## src/rtl/radio_spi_pkg.sv

```systemverilog
package radio_spi_pkg;
    timeunit 1ns;
    timeprecision 1ps;

    localparam int REG_COUNT  = 32;
    localparam int REG_AW     = $clog2(REG_COUNT);
    localparam int BYTE_W     = 8;
    localparam int WIDE_MAX   = 5;
    localparam int WIDE_SLOTS = 3;
    localparam int PIPES      = 6;
    localparam int IDX_W      = 3;
    localparam int ADDR_W     = WIDE_MAX * BYTE_W;
    localparam int LEN_W      = 3;

    localparam logic [2:0]        OPC_READ  = 3'b000;
    localparam logic [2:0]        OPC_WRITE = 3'b001;

    localparam logic [REG_AW-1:0] A_CONFIG  = 5'h00;
    localparam logic [REG_AW-1:0] A_AUTOACK = 5'h01;
    localparam logic [REG_AW-1:0] A_RXEN    = 5'h02;
    localparam logic [REG_AW-1:0] A_AWIDTH  = 5'h03;
    localparam logic [REG_AW-1:0] A_RETRY   = 5'h04;
    localparam logic [REG_AW-1:0] A_CHAN    = 5'h05;
    localparam logic [REG_AW-1:0] A_RFSET   = 5'h06;
    localparam logic [REG_AW-1:0] A_STATUS  = 5'h07;
    localparam logic [REG_AW-1:0] A_RXP0    = 5'h0A;
    localparam logic [REG_AW-1:0] A_RXP1    = 5'h0B;
    localparam logic [REG_AW-1:0] A_RXP2    = 5'h0C;
    localparam logic [REG_AW-1:0] A_TXADR   = 5'h10;
    localparam logic [REG_AW-1:0] A_PW0     = 5'h11;

    typedef enum logic [1:0] {RK_NONE, RK_BYTE, RK_STATUS, RK_WIDE} reg_kind_e;
    typedef enum logic [1:0] {OP_IDLE, OP_RD, OP_WR} cmd_op_e;

    typedef struct packed {
        logic              en;
        logic [REG_AW-1:0] addr;
        logic [IDX_W-1:0]  idx;
        logic [BYTE_W-1:0] data;
    } wr_req_t;

    function automatic reg_kind_e kind_of(input logic [REG_AW-1:0] a);
        if (a == A_STATUS)                                 return RK_STATUS;
        if (a == A_RXP0 || a == A_RXP1 || a == A_TXADR)    return RK_WIDE;
        if (a inside {[5'h00:5'h06], [5'h0C:5'h0F], [5'h11:5'h16]}) return RK_BYTE;
        return RK_NONE;
    endfunction

    function automatic logic [BYTE_W-1:0] mask_of(input logic [REG_AW-1:0] a);
        case (a)
            A_CONFIG, A_CHAN:  return 8'h7F;
            A_AUTOACK, A_RXEN: return 8'h3F;
            A_AWIDTH:          return 8'h03;
            default:           return (a >= A_PW0) ? 8'h3F : 8'hFF;
        endcase
    endfunction

    function automatic logic [BYTE_W-1:0] reset_of(input logic [REG_AW-1:0] a);
        return (a == A_AWIDTH) ? 8'h03 : 8'h00;
    endfunction

    function automatic logic [1:0] wide_slot(input logic [REG_AW-1:0] a);
        case (a)
            A_RXP0:  return 2'd0;
            A_RXP1:  return 2'd1;
            default: return 2'd2;
        endcase
    endfunction

    function automatic logic [LEN_W-1:0] addr_len(input logic [1:0] code);
        case (code)
            2'd2:    return 3'd4;
            2'd3:    return 3'd5;
            default: return 3'd3;
        endcase
    endfunction

    function automatic cmd_op_e decode_op(input logic [BYTE_W-1:0] cmd);
        if (cmd[7:5] == OPC_READ)  return OP_RD;
        if (cmd[7:5] == OPC_WRITE) return OP_WR;
        return OP_IDLE;
    endfunction
endpackage

```

## src/rtl/radio_spi_link.sv

```systemverilog
module radio_spi_link
    import radio_spi_pkg::*;
#(
    parameter int SYNC_STAGES = 2
) (
    input  logic              clk_i,
    input  logic              rst_i,
    input  logic              sck_i,
    input  logic              csn_i,
    input  logic              mosi_i,
    input  logic [BYTE_W-1:0] status_i,
    input  logic [BYTE_W-1:0] next_i,
    output logic              start_o,
    output logic              byte_vld_o,
    output logic [BYTE_W-1:0] byte_o,
    output logic              miso_o
);
    timeunit 1ns;
    timeprecision 1ps;

    localparam int CNT_W = $clog2(BYTE_W);

    logic [SYNC_STAGES:0]   sck_pipe;
    logic [SYNC_STAGES:0]   csn_pipe;
    logic [SYNC_STAGES-1:0] mosi_pipe;
    logic                   sck_rise, sck_fall, active, mosi_s;
    logic [CNT_W-1:0]       bit_cnt;
    logic [BYTE_W-1:0]      in_sh, out_sh;
    logic                   fresh;

    always_ff @(posedge clk_i) begin
        if (rst_i) begin
            sck_pipe  <= '0;
            csn_pipe  <= '1;
            mosi_pipe <= '0;
        end else begin
            sck_pipe  <= {sck_pipe[SYNC_STAGES-1:0], sck_i};
            csn_pipe  <= {csn_pipe[SYNC_STAGES-1:0], csn_i};
            mosi_pipe <= {mosi_pipe[SYNC_STAGES-2:0], mosi_i};
        end
    end

    assign active   = ~csn_pipe[SYNC_STAGES-1];
    assign start_o  = csn_pipe[SYNC_STAGES] & ~csn_pipe[SYNC_STAGES-1];
    assign sck_rise = sck_pipe[SYNC_STAGES-1] & ~sck_pipe[SYNC_STAGES];
    assign sck_fall = ~sck_pipe[SYNC_STAGES-1] & sck_pipe[SYNC_STAGES];
    assign mosi_s   = mosi_pipe[SYNC_STAGES-1];

    assign byte_vld_o = active && sck_rise && (bit_cnt == CNT_W'(BYTE_W - 1));
    assign byte_o     = {in_sh[BYTE_W-2:0], mosi_s};
    assign miso_o     = active & out_sh[BYTE_W-1];

    // receive side: bits counted only while selected
    always_ff @(posedge clk_i) begin
        if (rst_i || !active) begin
            bit_cnt <= '0;
            in_sh   <= '0;
        end else if (sck_rise) begin
            bit_cnt <= bit_cnt + 1'b1;
            in_sh   <= byte_o;
        end
    end

    // transmit side: reload after a full byte, skip the shift on the next fall
    always_ff @(posedge clk_i) begin
        if (rst_i || !active) begin
            out_sh <= '0;
            fresh  <= 1'b0;
        end else if (start_o) begin
            out_sh <= status_i;
            fresh  <= 1'b0;
        end else if (byte_vld_o) begin
            out_sh <= next_i;
            fresh  <= 1'b1;
        end else if (sck_fall) begin
            if (fresh) fresh <= 1'b0;
            else       out_sh <= {out_sh[BYTE_W-2:0], 1'b0};
        end
    end
endmodule

```

## src/rtl/radio_cmd_engine.sv

```systemverilog
module radio_cmd_engine
    import radio_spi_pkg::*;
(
    input  logic              clk_i,
    input  logic              rst_i,
    input  logic              start_i,
    input  logic              byte_vld_i,
    input  logic [BYTE_W-1:0] byte_i,
    input  logic [BYTE_W-1:0] rd_data_i,
    output logic [REG_AW-1:0] rd_addr_o,
    output logic [IDX_W-1:0]  rd_idx_o,
    output logic [BYTE_W-1:0] next_o,
    output wr_req_t           wr_o
);
    timeunit 1ns;
    timeprecision 1ps;

    logic              first_q;
    cmd_op_e           op_q, op_new;
    logic [REG_AW-1:0] addr_q;
    logic [IDX_W-1:0]  idx_q, idx_nxt;

    assign op_new  = decode_op(byte_i);
    assign idx_nxt = (idx_q == '1) ? idx_q : idx_q + 1'b1;

    always_comb begin
        if (first_q) begin
            rd_addr_o = byte_i[REG_AW-1:0];
            rd_idx_o  = '0;
            next_o    = (op_new == OP_RD) ? rd_data_i : '0;
        end else begin
            rd_addr_o = addr_q;
            rd_idx_o  = idx_nxt;
            next_o    = (op_q == OP_RD) ? rd_data_i : '0;
        end
    end

    always_comb begin
        wr_o.en   = byte_vld_i && !first_q && (op_q == OP_WR);
        wr_o.addr = addr_q;
        wr_o.idx  = idx_q;
        wr_o.data = byte_i;
    end

    always_ff @(posedge clk_i) begin
        if (rst_i) begin
            first_q <= 1'b1;
            op_q    <= OP_IDLE;
            addr_q  <= '0;
            idx_q   <= '0;
        end else if (start_i) begin
            first_q <= 1'b1;
            op_q    <= OP_IDLE;
            idx_q   <= '0;
        end else if (byte_vld_i) begin
            if (first_q) begin
                first_q <= 1'b0;
                op_q    <= op_new;
                addr_q  <= byte_i[REG_AW-1:0];
                idx_q   <= '0;
            end else begin
                idx_q   <= idx_nxt;
            end
        end
    end
endmodule

```

## src/rtl/radio_reg_bank.sv

```systemverilog
module radio_reg_bank
    import radio_spi_pkg::*;
(
    input  logic                      clk_i,
    input  logic                      rst_i,
    input  wr_req_t                   wr_i,
    input  logic [REG_AW-1:0]         rd_addr_i,
    input  logic [IDX_W-1:0]          rd_idx_i,
    output logic [BYTE_W-1:0]         rd_data_o,
    input  logic                      evt_rx_i,
    input  logic                      evt_tx_i,
    input  logic                      evt_rt_i,
    input  logic [2:0]                rx_pipe_i,
    input  logic                      tx_full_i,
    output logic [BYTE_W-1:0]         status_o,
    output logic [BYTE_W-1:0]         config_o,
    output logic [PIPES-1:0]          auto_ack_o,
    output logic [PIPES-1:0]          rx_enable_o,
    output logic [LEN_W-1:0]          addr_width_o,
    output logic [BYTE_W-1:0]         retry_o,
    output logic [BYTE_W-1:0]         channel_o,
    output logic [BYTE_W-1:0]         rf_setup_o,
    output logic [ADDR_W-1:0]         tx_addr_o,
    output logic [PIPES*ADDR_W-1:0]   rx_addr_o,
    output logic [PIPES*BYTE_W-1:0]   payload_width_o
);
    timeunit 1ns;
    timeprecision 1ps;

    logic [BYTE_W-1:0] byte_q [REG_COUNT];
    logic [BYTE_W-1:0] wide_q [WIDE_SLOTS][WIDE_MAX];
    logic [2:0]        flag_q, flag_clr, flag_set;
    logic [LEN_W-1:0]  cur_len;
    logic [ADDR_W-1:0] wide_vec [WIDE_SLOTS];

    assign cur_len = addr_len(byte_q[A_AWIDTH][1:0]);

    // one-byte registers: masked store on the first data byte
    always_ff @(posedge clk_i) begin
        for (int a = 0; a < REG_COUNT; a++) begin
            if (rst_i)
                byte_q[a] <= reset_of(REG_AW'(a));
            else if (wr_i.en && wr_i.addr == REG_AW'(a) && wr_i.idx == '0
                     && kind_of(REG_AW'(a)) == RK_BYTE)
                byte_q[a] <= wr_i.data & mask_of(REG_AW'(a));
        end
    end

    // multi-byte address registers: byte lane follows the data index
    always_ff @(posedge clk_i) begin
        for (int s = 0; s < WIDE_SLOTS; s++) begin
            for (int k = 0; k < WIDE_MAX; k++) begin
                if (rst_i)
                    wide_q[s][k] <= '0;
                else if (wr_i.en && kind_of(wr_i.addr) == RK_WIDE
                         && wide_slot(wr_i.addr) == 2'(s)
                         && wr_i.idx == IDX_W'(k) && LEN_W'(k) < cur_len)
                    wide_q[s][k] <= wr_i.data;
            end
        end
    end

    // sticky flags {rx, tx, retry}: set beats clear
    assign flag_set = {evt_rx_i, evt_tx_i, evt_rt_i};
    assign flag_clr = (wr_i.en && wr_i.addr == A_STATUS && wr_i.idx == '0)
                      ? wr_i.data[6:4] : 3'b000;

    always_ff @(posedge clk_i) begin
        if (rst_i) flag_q <= '0;
        else       flag_q <= (flag_q & ~flag_clr) | flag_set;
    end

    assign status_o = {1'b0, flag_q, rx_pipe_i, tx_full_i};

    always_comb begin
        rd_data_o = '0;
        case (kind_of(rd_addr_i))
            RK_BYTE:   if (rd_idx_i == '0) rd_data_o = byte_q[rd_addr_i];
            RK_STATUS: if (rd_idx_i == '0) rd_data_o = status_o;
            RK_WIDE: begin
                for (int k = 0; k < WIDE_MAX; k++)
                    if (rd_idx_i == IDX_W'(k) && LEN_W'(k) < cur_len)
                        rd_data_o = wide_q[wide_slot(rd_addr_i)][k];
            end
            default:   rd_data_o = '0;
        endcase
    end

    genvar s, p;
    generate
        for (s = 0; s < WIDE_SLOTS; s++) begin : g_wide
            for (p = 0; p < WIDE_MAX; p++) begin : g_lane
                assign wide_vec[s][p*BYTE_W +: BYTE_W] = wide_q[s][p];
            end
        end

        for (p = 0; p < PIPES; p++) begin : g_pipe
            if (p < 2) begin : g_full
                assign rx_addr_o[p*ADDR_W +: ADDR_W] = wide_vec[p];
            end else begin : g_short
                assign rx_addr_o[p*ADDR_W +: ADDR_W] =
                    {wide_vec[1][ADDR_W-1:BYTE_W], byte_q[int'(A_RXP2) + p - 2]};
            end
            assign payload_width_o[p*BYTE_W +: BYTE_W] = byte_q[int'(A_PW0) + p];
        end
    endgenerate

    assign tx_addr_o    = wide_vec[wide_slot(A_TXADR)];
    assign config_o     = byte_q[A_CONFIG];
    assign auto_ack_o   = byte_q[A_AUTOACK][PIPES-1:0];
    assign rx_enable_o  = byte_q[A_RXEN][PIPES-1:0];
    assign addr_width_o = cur_len;
    assign retry_o      = byte_q[A_RETRY];
    assign channel_o    = byte_q[A_CHAN];
    assign rf_setup_o   = byte_q[A_RFSET];
endmodule

```

## src/rtl/radio_spi_regs.sv

```systemverilog
module radio_spi_regs
    import radio_spi_pkg::*;
#(
    parameter int SYNC_STAGES = 2
) (
    input  logic                    clk_i,
    input  logic                    rst_i,
    input  logic                    sck_i,
    input  logic                    csn_i,
    input  logic                    mosi_i,
    output logic                    miso_o,
    input  logic                    evt_rx_ready_i,
    input  logic                    evt_tx_done_i,
    input  logic                    evt_retry_max_i,
    input  logic [2:0]              rx_pipe_i,
    input  logic                    tx_full_i,
    output logic [BYTE_W-1:0]       status_o,
    output logic [BYTE_W-1:0]       config_o,
    output logic [PIPES-1:0]        auto_ack_o,
    output logic [PIPES-1:0]        rx_enable_o,
    output logic [LEN_W-1:0]        addr_width_o,
    output logic [BYTE_W-1:0]       retry_o,
    output logic [BYTE_W-1:0]       channel_o,
    output logic [BYTE_W-1:0]       rf_setup_o,
    output logic [ADDR_W-1:0]       tx_addr_o,
    output logic [PIPES*ADDR_W-1:0] rx_addr_o,
    output logic [PIPES*BYTE_W-1:0] payload_width_o
);
    timeunit 1ns;
    timeprecision 1ps;

    logic              link_start, link_byte_vld;
    logic [BYTE_W-1:0] link_byte, next_byte, rd_data;
    logic [REG_AW-1:0] rd_addr;
    logic [IDX_W-1:0]  rd_idx;
    wr_req_t           wr_req;

    radio_spi_link #(.SYNC_STAGES(SYNC_STAGES)) i_link (
        .clk_i      (clk_i),
        .rst_i      (rst_i),
        .sck_i      (sck_i),
        .csn_i      (csn_i),
        .mosi_i     (mosi_i),
        .status_i   (status_o),
        .next_i     (next_byte),
        .start_o    (link_start),
        .byte_vld_o (link_byte_vld),
        .byte_o     (link_byte),
        .miso_o     (miso_o)
    );

    radio_cmd_engine i_engine (
        .clk_i      (clk_i),
        .rst_i      (rst_i),
        .start_i    (link_start),
        .byte_vld_i (link_byte_vld),
        .byte_i     (link_byte),
        .rd_data_i  (rd_data),
        .rd_addr_o  (rd_addr),
        .rd_idx_o   (rd_idx),
        .next_o     (next_byte),
        .wr_o       (wr_req)
    );

    radio_reg_bank i_bank (
        .clk_i           (clk_i),
        .rst_i           (rst_i),
        .wr_i            (wr_req),
        .rd_addr_i       (rd_addr),
        .rd_idx_i        (rd_idx),
        .rd_data_o       (rd_data),
        .evt_rx_i        (evt_rx_ready_i),
        .evt_tx_i        (evt_tx_done_i),
        .evt_rt_i        (evt_retry_max_i),
        .rx_pipe_i       (rx_pipe_i),
        .tx_full_i       (tx_full_i),
        .status_o        (status_o),
        .config_o        (config_o),
        .auto_ack_o      (auto_ack_o),
        .rx_enable_o     (rx_enable_o),
        .addr_width_o    (addr_width_o),
        .retry_o         (retry_o),
        .channel_o       (channel_o),
        .rf_setup_o      (rf_setup_o),
        .tx_addr_o       (tx_addr_o),
        .rx_addr_o       (rx_addr_o),
        .payload_width_o (payload_width_o)
    );
endmodule

```

## config.mk

```make
export PLATFORM = sky130hd
export DESIGN_NAME = radio_spi_regs
export DESIGN_NICKNAME = d
export VERILOG_FILES = /design/src/rtl/radio_spi_pkg.sv /design/src/rtl/radio_spi_link.sv /design/src/rtl/radio_cmd_engine.sv /design/src/rtl/radio_reg_bank.sv /design/src/rtl/radio_spi_regs.sv
export SDC_FILE = /design/constraint.sdc
export NUM_CORES = 1
export LEC_CHECK = 0
export BUFFER_PORTS_ARGS = -buffer_cell sky130_fd_sc_hd__buf_2
export CAP_MARGIN = 25
export CORE_MARGIN = 1
export CORE_UTILIZATION = 40
export CTS_CLUSTER_DIAMETER = 30
export CTS_CLUSTER_SIZE = 16
export DETAILED_ROUTE_END_ITERATION = 7
export SYNTH_ARGS = -nofsm -noshare
export SYNTH_HDL_FRONTEND = slang
export SYNTH_SLANG_ARGS = --single-unit
```

## constraint.sdc

```tcl
create_clock -name clk_i -period 3 [get_ports clk_i]
set_input_delay 0.15 -clock clk_i [delete_from_list [all_inputs] [get_ports clk_i]]
set_output_delay 0.15 -clock clk_i [all_outputs]
set_load 0.005 [all_outputs]
```

==> metrics <==
XOR/XNOR Fraction of Synth Area 0.00121; DRT antenna net count 0; Setup TNS Final -0.00799 ns; Tot Pwr 12.7 mW; H-tree levels 3; largest family of logic cells by synthesized area simple AND/OR/NAND/NOR gates; Layout Utilization 0.532; post-synth cell types 79; Mean Syn Cell Area 10.8 um^2; worst slew pin tran 0.752 ns; CTS sink cnt approximately 270; clk_lat worst skew roughly 0.57 ns; Slew Limit Fails 0; Die Ht approximately 190 um; final wirelength 51900 um; Worst VDD drop 0.000548 V; share of post-route cells with drive strength above 1 0.376; Synth Area in Adders 0.00517; total number of vias 12300; top_reg_cell synth edfxtp_1; diode count 0; post-DR vias/cell 5.60; r2r worst-path depth 9; initial antenna violation count 0; Final Skew 0.0368 ns; routability cong. 1.01; failing checks design-rule violations, negative setup slack; status complete, but fails checks; hold path depth 3; Placed Area 16400 um^2; number of global-route vias before repair about 11000; total congestion overflow 0; CTS tree done; met3 wire length 5320 um; instance count of the mapped netlist around 1300; worst hold path class input pin to register; gr usage total 0.275; Worst Path Arrival around 3.4 ns; fill cell count 3129; Worst-path clk slew 0.05 ns; fin nets 1698; # placed instances 2061; area fraction in compound gates after synthesis 0.128; Die X between 150 and 200 um; #FFs+latches synth 273; max layer used met4; HPWL Detailed approximately 37000 um; Core Box Area 35700 um^2; critical path class register to register; number of max-cap violations 0; routed wl met2 24100 um; met1 WL 20600 um; Post-synth EDFFs ~230; largest area contributor in the netlist edfxtp_1; pre-CTS setup slack roughly 0.1 ns; final instance area 19000 um^2; minimum clock period around 3 ns; CTS buffer count roughly 70; Synth warnings 0; worst hold margin 0.0394 ns; WL/cell 23.6 um; mux share of post-synthesis cell area 0.0316; post-CTS setup buffer count 0; Worst setup EP type register; power per cell area 671 nW/um^2; Final Cycle Share 1.00; IO Port Bufs between 300 and 400; Synth top area share 0.480; Final Hold Viols 0; Startpoint Class register; Mapped Area ~15000 um^2; 1st-iter DRT viols 1223; clk root buf clkbuf_16; boundary pin count 396; Max-slew headroom 0.485; die area 37100 um^2; largest net degree at the start of global routing 36; fmax 332 MHz; Final setup viols 1; ranking of synthesized cells by area edfxtp_1, and2_1, buf_4; Post-Synth Simple-Gate Area 0.189; First-pass DRT Iterations 7; Final WS setup -0.00799 ns; crit-path max FO 18; Layout area overhead 30.6%; Longest Clk Path Bufs 3; most frequent cells in the layout buf_2, edfxtp_1, and2_1; commonest non-fill, non-tap cell in the layout buf_2; Leakage Power 7.64 nW; Required @ worst endpoint ~3.4 ns; non-filler cells, final about 2200; Rows 69; ys async rst share 0; detailed-route DRC error count 50; Initial Util 0.407; sequential fraction of the synthesis area 0.536; first-pass GRT wire length 73800 um
## worst max-delay path, stage by stage (launching register included)
cell,delay (ns)
dfxtp_1,0.52
nand3b_1,0.20
and2_1,0.37
buf_4,0.31
buf_4,0.19
o221ai_1,0.21
a21boi_0,0.16
o31a_1,0.33
o31ai_1,0.41
a21oi_1,0.13
## routing by layer
metal / GRT usage / vias up
li1: - / 5418
met1: 0.364 / 5986
met2: 0.432 / 779
met3: 0.0642 / 117
met4: 0.113 / 0
met5: 0 / -
## synth_stat cells, types with 15 or more instances
library cell,n
a211oi_1,15
a21oi_1,57
a221oi_1,24
and2_1,203
buf_2,15
buf_4,148
clkbuf_1,72
dfxtp_1,41
edfxtp_1,232
mux2i_1,25
nand2_1,83
nand3_1,24
nor2_1,65
nor3_1,45
o21ai_0,26
o21bai_1,33
## state kept, by name, summed over array words and instances, names as in the netlist, 2 cells and up
name / flops
i_bank.byte_q: 112
i_bank.wide_q: 120
i_link.mosi_pipe: 2
i_link.out_sh: 8
i_engine.op_q: 2
i_link.bit_cnt: 3
i_engine.addr_q: 5
i_link.in_sh: 7
i_link.csn_pipe: 3
i_link.sck_pipe: 3
i_bank.flag_q: 3
i_engine.idx_q: 3
## cell type report
type / instances / area (um^2) / area share
well taps: 461 / 577 / 0.0304
multi-input cells: 823 / 5250 / 0.277
flip-flops and latches: 273 / 7790 / 0.411
clock buffers: 80 / 1780 / 0.0938
clock inverters: 48 / 634 / 0.0335
repair buffers: 505 / 2900 / 0.153
inverters: 8 / 30.0 / 0.00158
## path summary, 6_finish.rpt
check	start	endpoint	slack, ns
worst min register to register	i_link.csn_pipe[0]	i_link.csn_pipe[1]	0.40
worst max-delay path	i_engine.addr_q[1]	i_link.out_sh[5]	-0.008
worst min-delay path	rx_pipe_i[2]	i_link.out_sh[3]	0.04
worst max register to register	i_engine.addr_q[1]	i_link.out_sh[5]	-0.008
## what timing repair did
item,CTS,global route
gates resized for setup,0,6
endpoints found under the setup margin,0,9
hold endpoints to repair,8,0
hold buffers,8,0
## cell families (layout without fill, tap and decap cells)
group / count (synthesis) / after routing
xor gates and xnor gates: 2 / 2
AOI/OAI and AO/OA: 255 / 256
buffers and inverters: 257 / 641
adders and majority gates: 6 / 6
other: 1 / 15
muxes: 40 / 40
and+or+nand+nor: 504 / 504
DFF: 273 / 273
## report_power, final
group          switching, mW  internal (mW)  total [mW]
logic                  0.323          0.277       0.600
registers              0.162           4.28        4.45
clock network           2.36           5.31        7.67
total                   2.85           9.87        12.7
No activity file was read; power rests on OpenSTA's default activity.
